File: config.mk
export PLATFORM = sky130hd
export DESIGN_NAME = xirq_ctrl
export DESIGN_NICKNAME = d
export VERILOG_FILES = /design/src/rtl/xirq_pkg.sv /design/src/rtl/xirq_sync.sv /design/src/rtl/xirq_pin.sv /design/src/rtl/xirq_regs.sv /design/src/rtl/xirq_ctrl.sv
export SDC_FILE = /design/constraint.sdc
export NUM_CORES = 1
export LEC_CHECK = 0
export ABC_CLOCK_PERIOD_IN_PS = 1000
export BUFFER_PORTS_ARGS = -buffer_cell sky130_fd_sc_hd__buf_4
export CAP_MARGIN = 20
export CORE_MARGIN = 2
export CORE_UTILIZATION = 44
export DETAILED_ROUTE_END_ITERATION = 8
export PLACE_DENSITY = 0.76
export SKIP_LAST_GASP = 1
export SLEW_MARGIN = 20
export SYNTH_ARGS = -nofsm -noshare
export SYNTH_HDL_FRONTEND = slang
export SYNTH_SLANG_ARGS = --single-unit
File: constraint.sdc
create_clock -name clk -period 1 [get_ports clk]
set_input_delay 0.2 -clock clk [delete_from_list [all_inputs] [get_ports clk]]
set_output_delay 0.2 -clock clk [all_outputs]
set_load 0.1 [all_outputs]
File: src/rtl/xirq_pkg.sv
package xirq_pkg;
  localparam int unsigned MODE_LSB = 4;   // trigger selects start here in control
  localparam logic ADDR_CTRL = 1'b0;
  localparam logic ADDR_STAT = 1'b1;

  typedef enum logic {
    TRIG_LEVEL = 1'b0,
    TRIG_EDGE  = 1'b1
  } trig_e;
endpackage

File: src/rtl/xirq_sync.sv
module xirq_sync #(
  parameter int unsigned W      = 2,
  parameter int unsigned STAGES = 2
) (
  input  logic         clk,
  input  logic         rst,
  input  logic [W-1:0] async_i,
  output logic [W-1:0] sync_o
);
  logic [W-1:0] chain_q [STAGES];

  always_ff @(posedge clk) begin
    if (rst) chain_q[0] <= '1;
    else     chain_q[0] <= async_i;
  end

  for (genvar s = 1; s < STAGES; s++) begin : g_stage
    always_ff @(posedge clk) begin
      if (rst) chain_q[s] <= '1;
      else     chain_q[s] <= chain_q[s-1];
    end
  end

  assign sync_o = chain_q[STAGES-1];
endmodule

File: src/rtl/xirq_pin.sv
module xirq_pin
  import xirq_pkg::*;
(
  input  logic  clk,
  input  logic  rst,
  input  logic  lvl_i,     // synchronized pin level
  input  trig_e mode_i,
  input  logic  ack_i,     // vector fetch
  input  logic  clr_i,     // write-one-clear from status
  output logic  fall_o,
  output logic  pend_o
);
  logic prev_q;
  logic held_q;

  always_ff @(posedge clk) begin
    if (rst) prev_q <= 1'b1;
    else     prev_q <= lvl_i;
  end

  assign fall_o = prev_q & ~lvl_i;

  always_ff @(posedge clk) begin
    if (rst || mode_i == TRIG_LEVEL) held_q <= 1'b0;
    else if (fall_o)                 held_q <= 1'b1;   // new edge wins over clear
    else if (ack_i || clr_i)         held_q <= 1'b0;
  end

  assign pend_o = (mode_i == TRIG_EDGE) ? held_q : ~lvl_i;
endmodule

File: src/rtl/xirq_regs.sv
module xirq_regs
  import xirq_pkg::*;
#(
  parameter int unsigned NPIN = 2,
  parameter int unsigned DW   = 8
) (
  input  logic            clk,
  input  logic            rst,
  input  logic            wr_i,
  input  logic            addr_i,
  input  logic [DW-1:0]   wdata_i,
  input  logic [NPIN-1:0] pend_i,
  output logic [NPIN-1:0] en_o,
  output trig_e           mode_o [NPIN],
  output logic [NPIN-1:0] clr_o,
  output logic            ctrl_wr_o,
  output logic [DW-1:0]   rdata_o
);
  logic [NPIN-1:0] en_q;
  logic [NPIN-1:0] mode_q;
  logic [DW-1:0]   rdata_q;
  logic [DW-1:0]   ctrl_img;
  logic [DW-1:0]   stat_img;
  logic            unused_wbits;

  assign ctrl_wr_o    = wr_i && (addr_i == ADDR_CTRL);
  assign unused_wbits = ^wdata_i;

  always_ff @(posedge clk) begin
    if (rst) begin
      en_q   <= '0;
      mode_q <= '0;
    end else if (ctrl_wr_o) begin
      en_q   <= wdata_i[NPIN-1:0];
      mode_q <= wdata_i[MODE_LSB +: NPIN];
    end
  end

  for (genvar i = 0; i < NPIN; i++) begin : g_pin
    assign mode_o[i] = trig_e'(mode_q[i]);
    assign clr_o[i]  = wr_i && (addr_i == ADDR_STAT) && wdata_i[i];
  end

  always_comb begin
    ctrl_img = '0;
    ctrl_img[NPIN-1:0]         = en_q;
    ctrl_img[MODE_LSB +: NPIN] = mode_q;
    stat_img = '0;
    stat_img[NPIN-1:0] = pend_i;
  end

  always_ff @(posedge clk) begin
    if (rst) rdata_q <= '0;
    else     rdata_q <= (addr_i == ADDR_STAT) ? stat_img : ctrl_img;
  end

  assign en_o    = en_q;
  assign rdata_o = rdata_q;
endmodule

File: src/rtl/xirq_ctrl.sv
module xirq_ctrl
  import xirq_pkg::*;
#(
  parameter int unsigned NPIN        = 2,
  parameter int unsigned DW          = 8,
  parameter int unsigned SYNC_STAGES = 2
) (
  input  logic            clk,
  input  logic            rst,
  input  logic [NPIN-1:0] irq_n_i,
  input  logic            imask_i,
  input  logic            vec_ack_i,
  input  logic            reg_wr_i,
  input  logic            reg_addr_i,
  input  logic [DW-1:0]   reg_wdata_i,
  output logic [DW-1:0]   reg_rdata_o,
  output logic            irq_req_o
);
  logic [NPIN-1:0] lvl_w;
  logic [NPIN-1:0] fall_w;
  logic [NPIN-1:0] pend_w;
  logic [NPIN-1:0] en_w;
  logic [NPIN-1:0] clr_w;
  logic [NPIN-1:0] edge_w;
  trig_e           mode_w [NPIN];
  logic            ctrl_wr_w;
  logic            req_q;

  xirq_sync #(.W(NPIN), .STAGES(SYNC_STAGES)) sync_i (
    .clk(clk), .rst(rst), .async_i(irq_n_i), .sync_o(lvl_w)
  );

  xirq_regs #(.NPIN(NPIN), .DW(DW)) regs_i (
    .clk(clk), .rst(rst), .wr_i(reg_wr_i), .addr_i(reg_addr_i),
    .wdata_i(reg_wdata_i), .pend_i(pend_w), .en_o(en_w), .mode_o(mode_w),
    .clr_o(clr_w), .ctrl_wr_o(ctrl_wr_w), .rdata_o(reg_rdata_o)
  );

  for (genvar i = 0; i < NPIN; i++) begin : g_pin
    xirq_pin pin_i (
      .clk(clk), .rst(rst), .lvl_i(lvl_w[i]), .mode_i(mode_w[i]),
      .ack_i(vec_ack_i), .clr_i(clr_w[i]), .fall_o(fall_w[i]), .pend_o(pend_w[i])
    );
    assign edge_w[i] = (mode_w[i] == TRIG_EDGE);
  end

  always_ff @(posedge clk) begin
    if (rst) req_q <= 1'b0;
    else     req_q <= ~imask_i & (|(en_w & pend_w));
  end

  assign irq_req_o = req_q;
endmodule

# Word level (Yosys, flattened, before mapping)
# Memories as Yosys holds them, arrays and structs flattened.
# Index checks and enable logic that the tools add are counted.
[classes]
div = 0
n_bitwise = 12
n_reduce_logical = 12
muxes = 12
n_eq_ne = 0
n_lt_le_gt_ge = 0
n_shift = 0
add_sub_neg = 0
mul = 0
[ops]
columns = ["cell", "count"]
rows = [
  ["$mux 1", 9],
  ["$mux 2", 3],
  ["$not 1->1", 6],
  ["$logic_and 1x1->1", 4],
  ["$logic_or 1x1->1", 4],
  ["$reduce_bool 2->1", 2],
  ["$reduce_or 2->1", 2],
  ["$and 1x1->1", 3],
  ["$and 2x2->2", 1],
  ["$or 1x1->1", 2],
]
[word_totals]
input_bits = 16
romBits = 0
word_cells = 46
mem_count = 1
register_bits = 17
out_inout_bits = 9
ramBits = 4
latch_bits = 0
[memory_table]
columns = ["memory", "depth", "word_bits", "rd", "rd_ports_with_merged_regs", "wr", "line_no", "rtl"]
rows = [
  ["sync_i.chain_q", 2, 2, 2, 0, 2, "xirq_sync.sv:10", "logic [W-1:0] chain_q [STAGES];"],
]

# Depth between registers and ports, before layout
# Gate-level depths: netlist (run 1).
# An unclocked memory read counts as a cell.
[depth]
depth_word = 6
depth_mapped = 4
depth_no_buf = 3

# Modules after synthesis
# A second synthesis (run 1) with hierarchy kept.
[unflattened]
hier_cells = 65
hier_area_um2 = 703.2
[modules_own_cells]
columns = ["mod", "cells_each", "n_inst", "area_each_um2", "seq_area_each_um2"]
rows = [
  ["xirq_regs", 36, 1, 365.4, 160.2],
  ["xirq_pin", 9, 2, 95.1, 40.0],
  ["xirq_sync", 8, 1, 105.1, 80.1],
  ["xirq_ctrl", 3, 1, 42.5, 20.0],
]

# Worst setup path after synthesis (run 1)
# No wires, ideal clock.
[synth_timing]
path_kind = "register to output"
start = "register req_q (netlist: irq_req_o)"
end = "output irq_req_o"
required_time_ns = 0.800
slack_ns = -0.109
stages_incl_launch_ff = 1
n_path_buf = 0
arrival_ns = 0.909
path_cell_list = "dfxtp_1"
[synth_lines]
columns = ["item", "line_no", "rtl"]
rows = [
  ["from (decl)", "xirq_ctrl.sv:27", "logic req_q;"],
  ["from (signal assigned)", "xirq_ctrl.sv:49", "else req_q <= ~imask_i & (|(en_w & pend_w));"],
  ["to (decl)", "xirq_ctrl.sv:17", "output logic irq_req_o"],
]
# No word-level cell between the ends.

# Final worst setup path (run 1)
[layout_timing]
start = "register regs_i.rdata_q[0] (netlist: regs_i.rdata_o[0])"
end = "output reg_rdata_o[0]"
[layout_lines]
columns = ["item", "line_no", "rtl"]
rows = [
  ["from (decl)", "xirq_regs.sv:21", "logic [DW-1:0] rdata_q;"],
  ["from (signal assigned)", "xirq_regs.sv:54", "else rdata_q <= (addr_i == ADDR_STAT) ? stat_img : ctrl_img;"],
  ["to (decl)", "xirq_ctrl.sv:16", "output logic [DW-1:0] reg_rdata_o,"],
]
# No word-level cell between the ends.

==> reports/metrics.cfg, run 1 <==
[global_routing]
grtUsageTotal_pct = 15.60
overflow = 0
antenna_found_initial = 0
grt_max_degree = 17
first_global_vias = 480
grt_pass1_wl_um = 1987

[yosys]
synthFlopType = dfxtp_1
synth-seq-cells = 17
synth-edff-count = 0
synth.area.top_cells = dfxtp_1, mux2i_1, or2_1, nand2b_1, buf_4
ys_async_sr_fraction_pct = 0
syn_area_per_cell_um2 = 9.834
yosysTopAreaCellShare_pct = 54.08
syn_area_um2 = 629.4
syn_inst = 64
synth_top_area_cell = dfxtp_1
ys_warn_count = 0
synth.distinct_cells = 16
ys_seq_area_share_pct = 54.08

[sta]
fin_ws_ns = -0.01333
setup_viol = 5
hold_viol = 0
slew_violations = 0
rsz0062_at_grt = yes
setup_tns_ns = -0.04054
fin_skew_ns = 0.0003977
fmax_ghz = 0.9868
period_share_pct = 101.3
finalCriticalPeriod_ns = 1.013

[cts]
post_cts_buffers = 0
htree_levels = 1
clock_latency_ns = 0.29
clk_pin_slew_ns = 0.09
postCtsHoldBufs = 0
clock_sinks = 17
cts_tree = done
cts_buffers = 3
ctsRootBufferMaster = clkbuf_4
ctsLongestPathBuffers = 2

[power_and_ir_drop]
p_switching_uw = 355.9
leakagePower_uw = 0.0003466
p_total_uw = 1284
pwr-share-seq_pct = 55.5
clkPwrFrac_pct = 28.1
p_comb_share_pct = 16.5
power.density_nw_per_um2 = 1534
switching_share_pct = 27.72
ir_drop_uv = 1062
intPower_uw = 927.8

[final_layout]
final_area_um2 = 837.1
seq_area_um2 = 346.6
mostFrequentLayoutCells = dfxtp_1, buf_4, nor2_1, mux2i_1, or2_1
diodes = 0
multi_input_area_um2 = 247.7
drive_gt1_share_pct = 31.71
nFillCells = 114
area_growth_pct = 33.00
nets = 99
utilization_pct = 63.53

[outcome]
status = complete, but fails checks
failed_checks = negative setup slack

[routing]
drt-initial-drc-count = 5
routed-via-count = 452
wirelength_um = 1065
drc = 0
dr.pass1.iters = 2
vias_per_cell = 4.660
drtAntennaViolNets = 0
wl_per_cell_um = 10.98

[critical_path]
start_kind = flop
critPathMaxStageDelay_ns = 0.35
regToRegStartpoint = regs_i.mode_q[0]$_SDFFE_PP0P_
cp.required_ns = 0.80
path_cells = buf_12
path_buf_inv = 1
cp_slowest_cell = dfxtp_2
endpoint_kind = output pin
path_delay_family = flip-flops
r2r_slack_ns = 0.12
reg2reg_depth = 2
r2r_end = regs_i.rdata_o[0]$_SDFF_PP0_
cp.arrival_ns = 0.81
crit_path_max_fanout = 1
critPathKind = flop to output pin

[hold_path]
worst_hold_path.endpoint = sync_i.chain_q[0][0]$_SDFF_PP1_
worstHoldPathType = input pin to flop
hold-path-cell-count = 2
worstHoldStart = irq_n_i[0]

[floorplan]
start_util_pct = 47.77
die-area_um2 = 1749
die_x_um = 41.82
rows = 13
io_pins = 25
dieHeight_um = 41.82
core_area_um2 = 1318

[placement]
dp_hpwl_um = 799.5
portBuffers = 16
post-place-ws_ns = 0.03829
dpl_cell_area_um2 = 748.2
routabilityCongestion = 0.7116

[run]
maxCapViolCount = 0

## area by class of cell
| cell class | count | share of cell area (%) |
|---|---|---|
| Multi-Input combinational cell | 42 | 29.60 |
| Tap cell | 15 | 2.242 |
| Clock buffer | 4 | 3.139 |
| Sequential cell | 17 | 41.41 |
| Inverter | 2 | 0.8969 |
| Timing Repair Buffer | 17 | 22.72 |
## cell families (layout without fill, tap and decap cells)
family | count (synthesis) | count (layout) | share of synthesized area [%]
AO/OA/AOI/OAI | 5 | 5 | 4.573
buffers and inverters | 8 | 23 | 8.350
multiplexers | 6 | 6 | 9.543
flip-flops | 17 | 17 | 54.08
AND/OR/NAND/NOR | 27 | 27 | 22.86
other | 1 | 4 | 0.5958
## cells in the mapped netlist, drive strengths merged (2+ instances only)
master	count
mux2i	6
nor2	7
inv	2
o22ai	3
a21oi	2
or2	6
nand2b	5
dfxtp	17
buf	5
nand3	2
nand3b	2
nand2	4
## layer usage
layer	vias up	GRT usage [%]	share of wire, %
met4	0	13.55	3.8
li1	235	-	-
met3	5	3.043	6.3
met1	193	18.18	44
met5	-	0	0
met2	19	24.06	46
## stage by stage
stage / hold WS, ns / instances
2_1_floorplan: 0.2650 / 67
3_3_place_gp: 0.3777 / 93
3_5_place_dp: 0.3831 / 93
4_1_cts: 0.07514 / 97
5_1_grt: 0.07081 / 97
6_report: 0.08115 / 97
## power groups by stage
stage / clock (uW) / sequential, uW / combinational [uW]
2_1_floorplan: 0 / 755 / 128
5_1_grt: 406 / 716 / 225
4_1_cts: 376 / 712 / 212
6_report: 360 / 712 / 211
3_3_place_gp: 0 / 725 / 198
3_5_place_dp: 0 / 726 / 201
## worst max-delay path by stage
stage / end / cells after the start / start
final: reg_rdata_o[0] / 1 / regs_i.rdata_o[0]$_SDFF_PP0_
after global routing: reg_rdata_o[0] / 1 / regs_i.rdata_o[0]$_SDFF_PP0_
after CTS: reg_rdata_o[1] / 1 / regs_i.rdata_o[1]$_SDFF_PP0_
after detailed placement: regs_i.mode_q[1]$_SDFFE_PP0P_ / 4 / reg_wr_i
after global placement: regs_i.mode_q[0]$_SDFFE_PP0P_ / 4 / reg_addr_i
after floorplan: irq_req_o / 0 / irq_req_o$_SDFF_PP0_
## flip-flops by register name, indices dropped and copies added (netlist names)
signal / count
regs_i.en_o: 2
regs_i.rdata_o: 4
irq_req_o: 1
regs_i.mode_q: 2
g_pin.pin_i.prev_q: 2
g_pin.pin_i.held_q: 2
sync_i.chain_q: 4
## repair_timing
item | 4_1_cts | 5_1_grt
endpoints found under the setup margin | 5 | 5
resized for setup | 15 | 0
endpoints found under the hold margin | 0 | 0
Note: power is estimated with default switching activity, not from simulation.
==> inputs of run 2 (changes only) <==
==> constraint.sdc (replaced) <==
create_clock -name clk -period 1 [get_ports clk]
set_input_delay 0.05 -clock clk [delete_from_list [all_inputs] [get_ports clk]]
set_output_delay 0.05 -clock clk [all_outputs]
set_load 0.1 [all_outputs]
==> run 2 against run 1 <==
Effect of this change:
- the flow now finishes without violations
- critical endpoint is now reg_rdata_o[1]
- register-to-register slack got worse by 0.03 ns
- wire length rose by 11%
- critical path type unchanged
- hold slack got worse by 0.055 ns
==> reports/metrics.cfg, run 2 (same netlist as run 1, synthesis figures left out) <==
[global_routing]
grt_max_degree = 17
grtUsageTotal_pct = 15.24
first_global_vias = 471
grt_pass1_wl_um = 1987
overflow = 0
antenna_found_initial = 0

[critical_path]
path_delay_family = flip-flops
endpoint_kind = output pin
path_buf_inv = 1
critPathMaxStageDelay_ns = 0.33
reg2reg_depth = 2
cp.required_ns = 0.95
r2r_slack_ns = 0.09
cp_slowest_cell = dfxtp_1
path_cells = buf_4
critPathKind = flop to output pin
r2r_end = regs_i.rdata_o[0]$_SDFF_PP0_
regToRegStartpoint = regs_i.mode_q[0]$_SDFFE_PP0P_
start_kind = flop
crit_path_max_fanout = 1
crit_cells = 1
cp.arrival_ns = 0.90

[placement]
portBuffers = 16
routabilityCongestion = 0.6932
dp_hpwl_um = 766.5
dp_cells = 92
post-place-ws_ns = 0.1074

[cts]
cts_buffers = 3
post_cts_buffers = 0
clock_sinks = 17
ctsRootBufferMaster = clkbuf_4
htree_levels = 1
cts_tree = done
clk_pin_slew_ns = 0.10
ctsLongestPathBuffers = 2
clock_latency_ns = 0.29

[final_layout]
drive_gt1_share_pct = 24.44
nets = 107
diodes = 0
mostFrequentLayoutCells = dfxtp_1, buf_4, dlygate4sd3_1, nor2_1, or2_1
area_growth_pct = 35.98
fin_cells = 105
final_common_cell = dfxtp_1

[hold_path]
worstHoldStart = rst
worstHoldPathType = input pin to flop
worst_hold_path.endpoint = regs_i.en_o[1]$_SDFFE_PP0P_
hold-path-cell-count = 2

[sta]
fin_ws_ns = 0.04962
fin_skew_ns = 0.002244
setup_tns_ns = 0
finalCriticalPeriod_ns = 0.9504
period_share_pct = 95.04
rsz0062_at_grt = no
slew_violations = 0
fmax_ghz = 1.052
hold_viol = 0
setup_viol = 0

[routing]
vias_per_cell = 4.648
wirelength_um = 1183
dr.pass1.iters = 3
drt-initial-drc-count = 6
drc = 0
routed-via-count = 488
wl_per_cell_um = 11.27
drtAntennaViolNets = 0

[floorplan]
start_util_pct = 47.77
core_area_um2 = 1318
dieHeight_um = 41.82
die_x_um = 41.82
die-area_um2 = 1749
rows = 13
io_pins = 25

[power_and_ir_drop]
power.density_nw_per_um2 = 1519
ir_drop_uv = 1075
leakagePower_uw = 0.0003663

[outcome]
status = completed

[run]
maxCapViolCount = 0

run 2: changes by cell type in the layout (fill, tap and decap cells not counted), sizes merged:
cell / delta
dlygate4sd3: +9
clkinv: +1
buf: -1
clkbuf: -1
run 2: worst max path at each step:
stage,end,slack [ns],startpoint
6_report,reg_rdata_o[1],0.05,regs_i.rdata_o[1]$_SDFF_PP0_
2_1_floorplan,irq_req_o,0.04,irq_req_o$_SDFF_PP0_
5_1_grt,regs_i.rdata_o[0]$_SDFF_PP0_,0.01,regs_i.mode_q[0]$_SDFFE_PP0P_
4_1_cts,reg_rdata_o[1],0.04,regs_i.rdata_o[1]$_SDFF_PP0_
3_3_place_gp,regs_i.rdata_o[0]$_SDFF_PP0_,0.15,regs_i.mode_q[0]$_SDFFE_PP0P_
3_5_place_dp,regs_i.rdata_o[0]$_SDFF_PP0_,0.11,regs_i.mode_q[0]$_SDFFE_PP0P_
run 2: final cells by class:
type | count | area, um2
repair buffers | 25 | 210.2
clock buffers | 3 | 22.52
multi-input cells | 42 | 251.5
inverters | 2 | 7.507
fillers | 110 | 461.7
well taps | 15 | 18.77
clock inverters | 1 | 5.005
flip-flops and latches | 17 | 340.3
run 2: per-stage QoR:
stage | hold slack (ns) | utilization (%) | total power [uW] | cell area [um2]
2_1_floorplan | 0.1224 | - | 882.3 | 640.6
3_3_place_gp | 0.2283 | 55.75 | 920.1 | 734.5
3_5_place_dp | 0.2346 | 55.75 | 922.8 | 734.5
4_1_cts | 0.004683 | 63.91 | 1310 | 842.1
5_1_grt | 0.01255 | 64.96 | 1366 | 855.8
6_report | 0.02603 | 64.96 | 1300 | 855.8
run 2: report_power, final:
part           internal (uW)  total (uW)  switching [uW]  leakage (uW)
Clock                    149         362             213     0.0000177
Sequential               699         710            11.1      0.000139
Combinational           83.6         228             144      0.000210
Total                    931        1300             369      0.000366
run 2: routing by layer:
| layer | up-vias | share of wire, % | track usage (%) |
|---|---|---|---|
| met5 | - | 0 | 0 |
| met2 | 18 | 47 | 24.38 |
| li1 | 250 | - | - |
| met1 | 220 | 46 | 17.65 |
| met3 | 0 | 7.1 | 8.261 |
| met4 | 0 | 0 | 3.871 |
run 2: what timing repair did:
action                     in CTS  in global routing
gates resized for setup         0                  1
hold buffers                    8                  1
setup endpoints to repair       0                  1
hold endpoints to repair        8                  1
==> inputs of run 3 (changes only) <==
--- a/config.mk
+++ b/config.mk
@@ -5,13 +5,15 @@
 export SDC_FILE = /design/constraint.sdc
 export NUM_CORES = 1
 export LEC_CHECK = 0
-export ABC_CLOCK_PERIOD_IN_PS = 1000
+export ABC_CLOCK_PERIOD_IN_PS = 1130
 export BUFFER_PORTS_ARGS = -buffer_cell sky130_fd_sc_hd__buf_4
 export CAP_MARGIN = 20
+export CELL_PAD_IN_SITES_DETAIL_PLACEMENT = 0
+export CELL_PAD_IN_SITES_GLOBAL_PLACEMENT = 2
 export CORE_MARGIN = 2
-export CORE_UTILIZATION = 44
+export CORE_UTILIZATION = 28
 export DETAILED_ROUTE_END_ITERATION = 8
-export PLACE_DENSITY = 0.76
+export PLACE_DENSITY = 0.81
 export SKIP_LAST_GASP = 1
 export SLEW_MARGIN = 20
 export SYNTH_ARGS = -nofsm -noshare
==> constraint.sdc (replaced) <==
create_clock -name clk -period 1.13 [get_ports clk]
set_input_delay 0.0565 -clock clk [delete_from_list [all_inputs] [get_ports clk]]
set_output_delay 0.0565 -clock clk [all_outputs]
set_load 0.1 [all_outputs]
==> run 3 against run 2 <==
Effect of this change:
- sequential power down 12%
- combinational power down 18%
- count of clock-buffer cells in the layout did not move
- register-to-register slack improved by 0.13 ns
- total power decreased by 13%
- wire length fell by 8.3%
- hold slack worse by 0.014 ns
- non-clock buffer count down 5
- critical path depth rose by 4
- via count down 7.0%
- sequential share of layout area is 1.6 points higher
- clock power decreased by 12%
- largest cell class unchanged
==> reports/metrics.cfg, run 3 (same netlist as run 1, synthesis figures left out) <==
[sta]
slew_violations = 0
hold_viol = 0
fin_ws_ns = 0.1057
setup_viol = 0
fmax_ghz = 0.9763
finalCriticalPeriod_ns = 1.024
whs_ns = 0.01171
setup_tns_ns = 0
fin_skew_ns = 0.002181
rsz0062_at_grt = no
period_share_pct = 90.65

[critical_path]
path_cells = dlygate4sd3_1 -> buf_4 -> nor2b_4 -> mux2i_1 -> nor2_1
crit_path_max_fanout = 8
path_buf_inv = 2
cp.arrival_ns = 1.21
cp_slowest_cell = dlygate4sd3_1
endpoint_kind = flop
critPathKind = input pin to flop
critPathMaxStageDelay_ns = 0.53
start_kind = input pin
path_delay_family = buffers and inverters
cp.required_ns = 1.32

[outcome]
status = completed

[routing]
drt-initial-drc-count = 13
drc = 0
dr.pass1.iters = 4
routed-via-count = 454
wirelength_um = 1085
wl_per_cell_um = 9.602
drtAntennaViolNets = 0
vias_per_cell = 4.018

[global_routing]
antenna_found_initial = 0
overflow = 0
first_global_vias = 388
met2_usage_pct = 13.03
grt_pass1_wl_um = 1794
grt_max_degree = 17
grtUsageTotal_pct = 9.585
top_usage_layer = met2
met1_usage_pct = 12.37
use_met3_pct = 5.263

[final_layout]
diodes = 0
final_common_cell = dfxtp_1
mostFrequentLayoutCells = dfxtp_1, buf_4, nor2_1, mux2i_1, or2_1
nets = 102
nFillCells = 231
utilization_pct = 37.95
area_growth_pct = 30.82
drive_gt1_share_pct = 24.71
final_area_um2 = 823.3

[placement]
portBuffers = 16
dp_hpwl_um = 806.8
dpl_cell_area_um2 = 750.7
routabilityCongestion = 0.7197
post-place-ws_ns = 0.2388

[floorplan]
start_util_pct = 29.01
die_x_um = 51.41
die-area_um2 = 2643
core_area_um2 = 2170
dieHeight_um = 51.41
io_pins = 25
rows = 17

[cts]
ctsRootBufferMaster = clkbuf_4
clk_pin_slew_ns = 0.09
clock_sinks = 17
post_cts_buffers = 0
htree_levels = 1
clock_latency_ns = 0.29
cts_tree = done
ctsLongestPathBuffers = 2
cts_buffers = 3

[power_and_ir_drop]
leakagePower_uw = 0.0003489
ir_drop_uv = 590.0
power.density_nw_per_um2 = 1376

[run]
maxCapViolCount = 0

[hold_path]
worstHoldPathType = input pin to flop

==> run 3: where the power goes <==
part / leakage [uW] / internal [uW] / total [uW] / switching (uW)
clock: 0.0000177 / 132 / 317 / 186
sequential: 0.000139 / 618 / 628 / 9.26
combinational: 0.000192 / 63.2 / 188 / 125
==> run 3: metrics by stage <==
stage               power, uW  cells
detailed placement      817.3    105
CTS                      1146    113
floorplan               780.8     67
finish                   1133    113
global placement        816.8    105
global route             1198    113
==> run 3: cell type report <==
type / instances / area [um2] / share of cell area [%]
multi-input cells: 42 / 252.7 / 30.70
clock inverters: 1 / 5.005 / 0.6079
well taps: 28 / 35.03 / 4.255
inverters: 2 / 7.507 / 0.9119
repair buffers: 20 / 160.2 / 19.45
flip-flops and latches: 17 / 340.3 / 41.34
clock buffers: 3 / 22.52 / 2.736
==> run 3: worst paths after layout <==
check | startpoint | to | slack [ns] | cells after the start
worst min-delay path | reg_wdata_i[4] | regs_i.mode_q[0]$_SDFFE_PP0P_ | 0.01 | 3
worst min register to register | sync_i.chain_q[0][0]$_SDFF_PP1_ | sync_i.chain_q[1][0]$_SDFF_PP1_ | 0.41 | 1
worst max register to register | regs_i.mode_q[1]$_SDFFE_PP0P_ | irq_req_o$_SDFF_PP0_ | 0.22 | 2
worst max-delay path | reg_addr_i | regs_i.en_o[0]$_SDFFE_PP0P_ | 0.11 | 5
==> run 3: worst register-to-register path: cells and delay by family (launching register included) <==
family | cells | cell delay, ns
compound gates | 1 | 0.13
mux | 1 | 0.28
flops | 1 | 0.38
==> run 3: repair_timing <==
| item | in CTS | in global routing |
|---|---|---|
| resized for setup | 0 | 1 |
| hold buffers | 4 | 0 |
| hold endpoints to repair | 5 | 0 |
| setup endpoints to repair | 0 | 4 |
==> run 3: per-layer routing <==
metal	routed length (um)	share of wire [%]	vias up
met5	0	0	-
met4	17	1.6	0
met3	80	7.4	2
met2	462	43	18
met1	526	48	193
li1	-	-	241
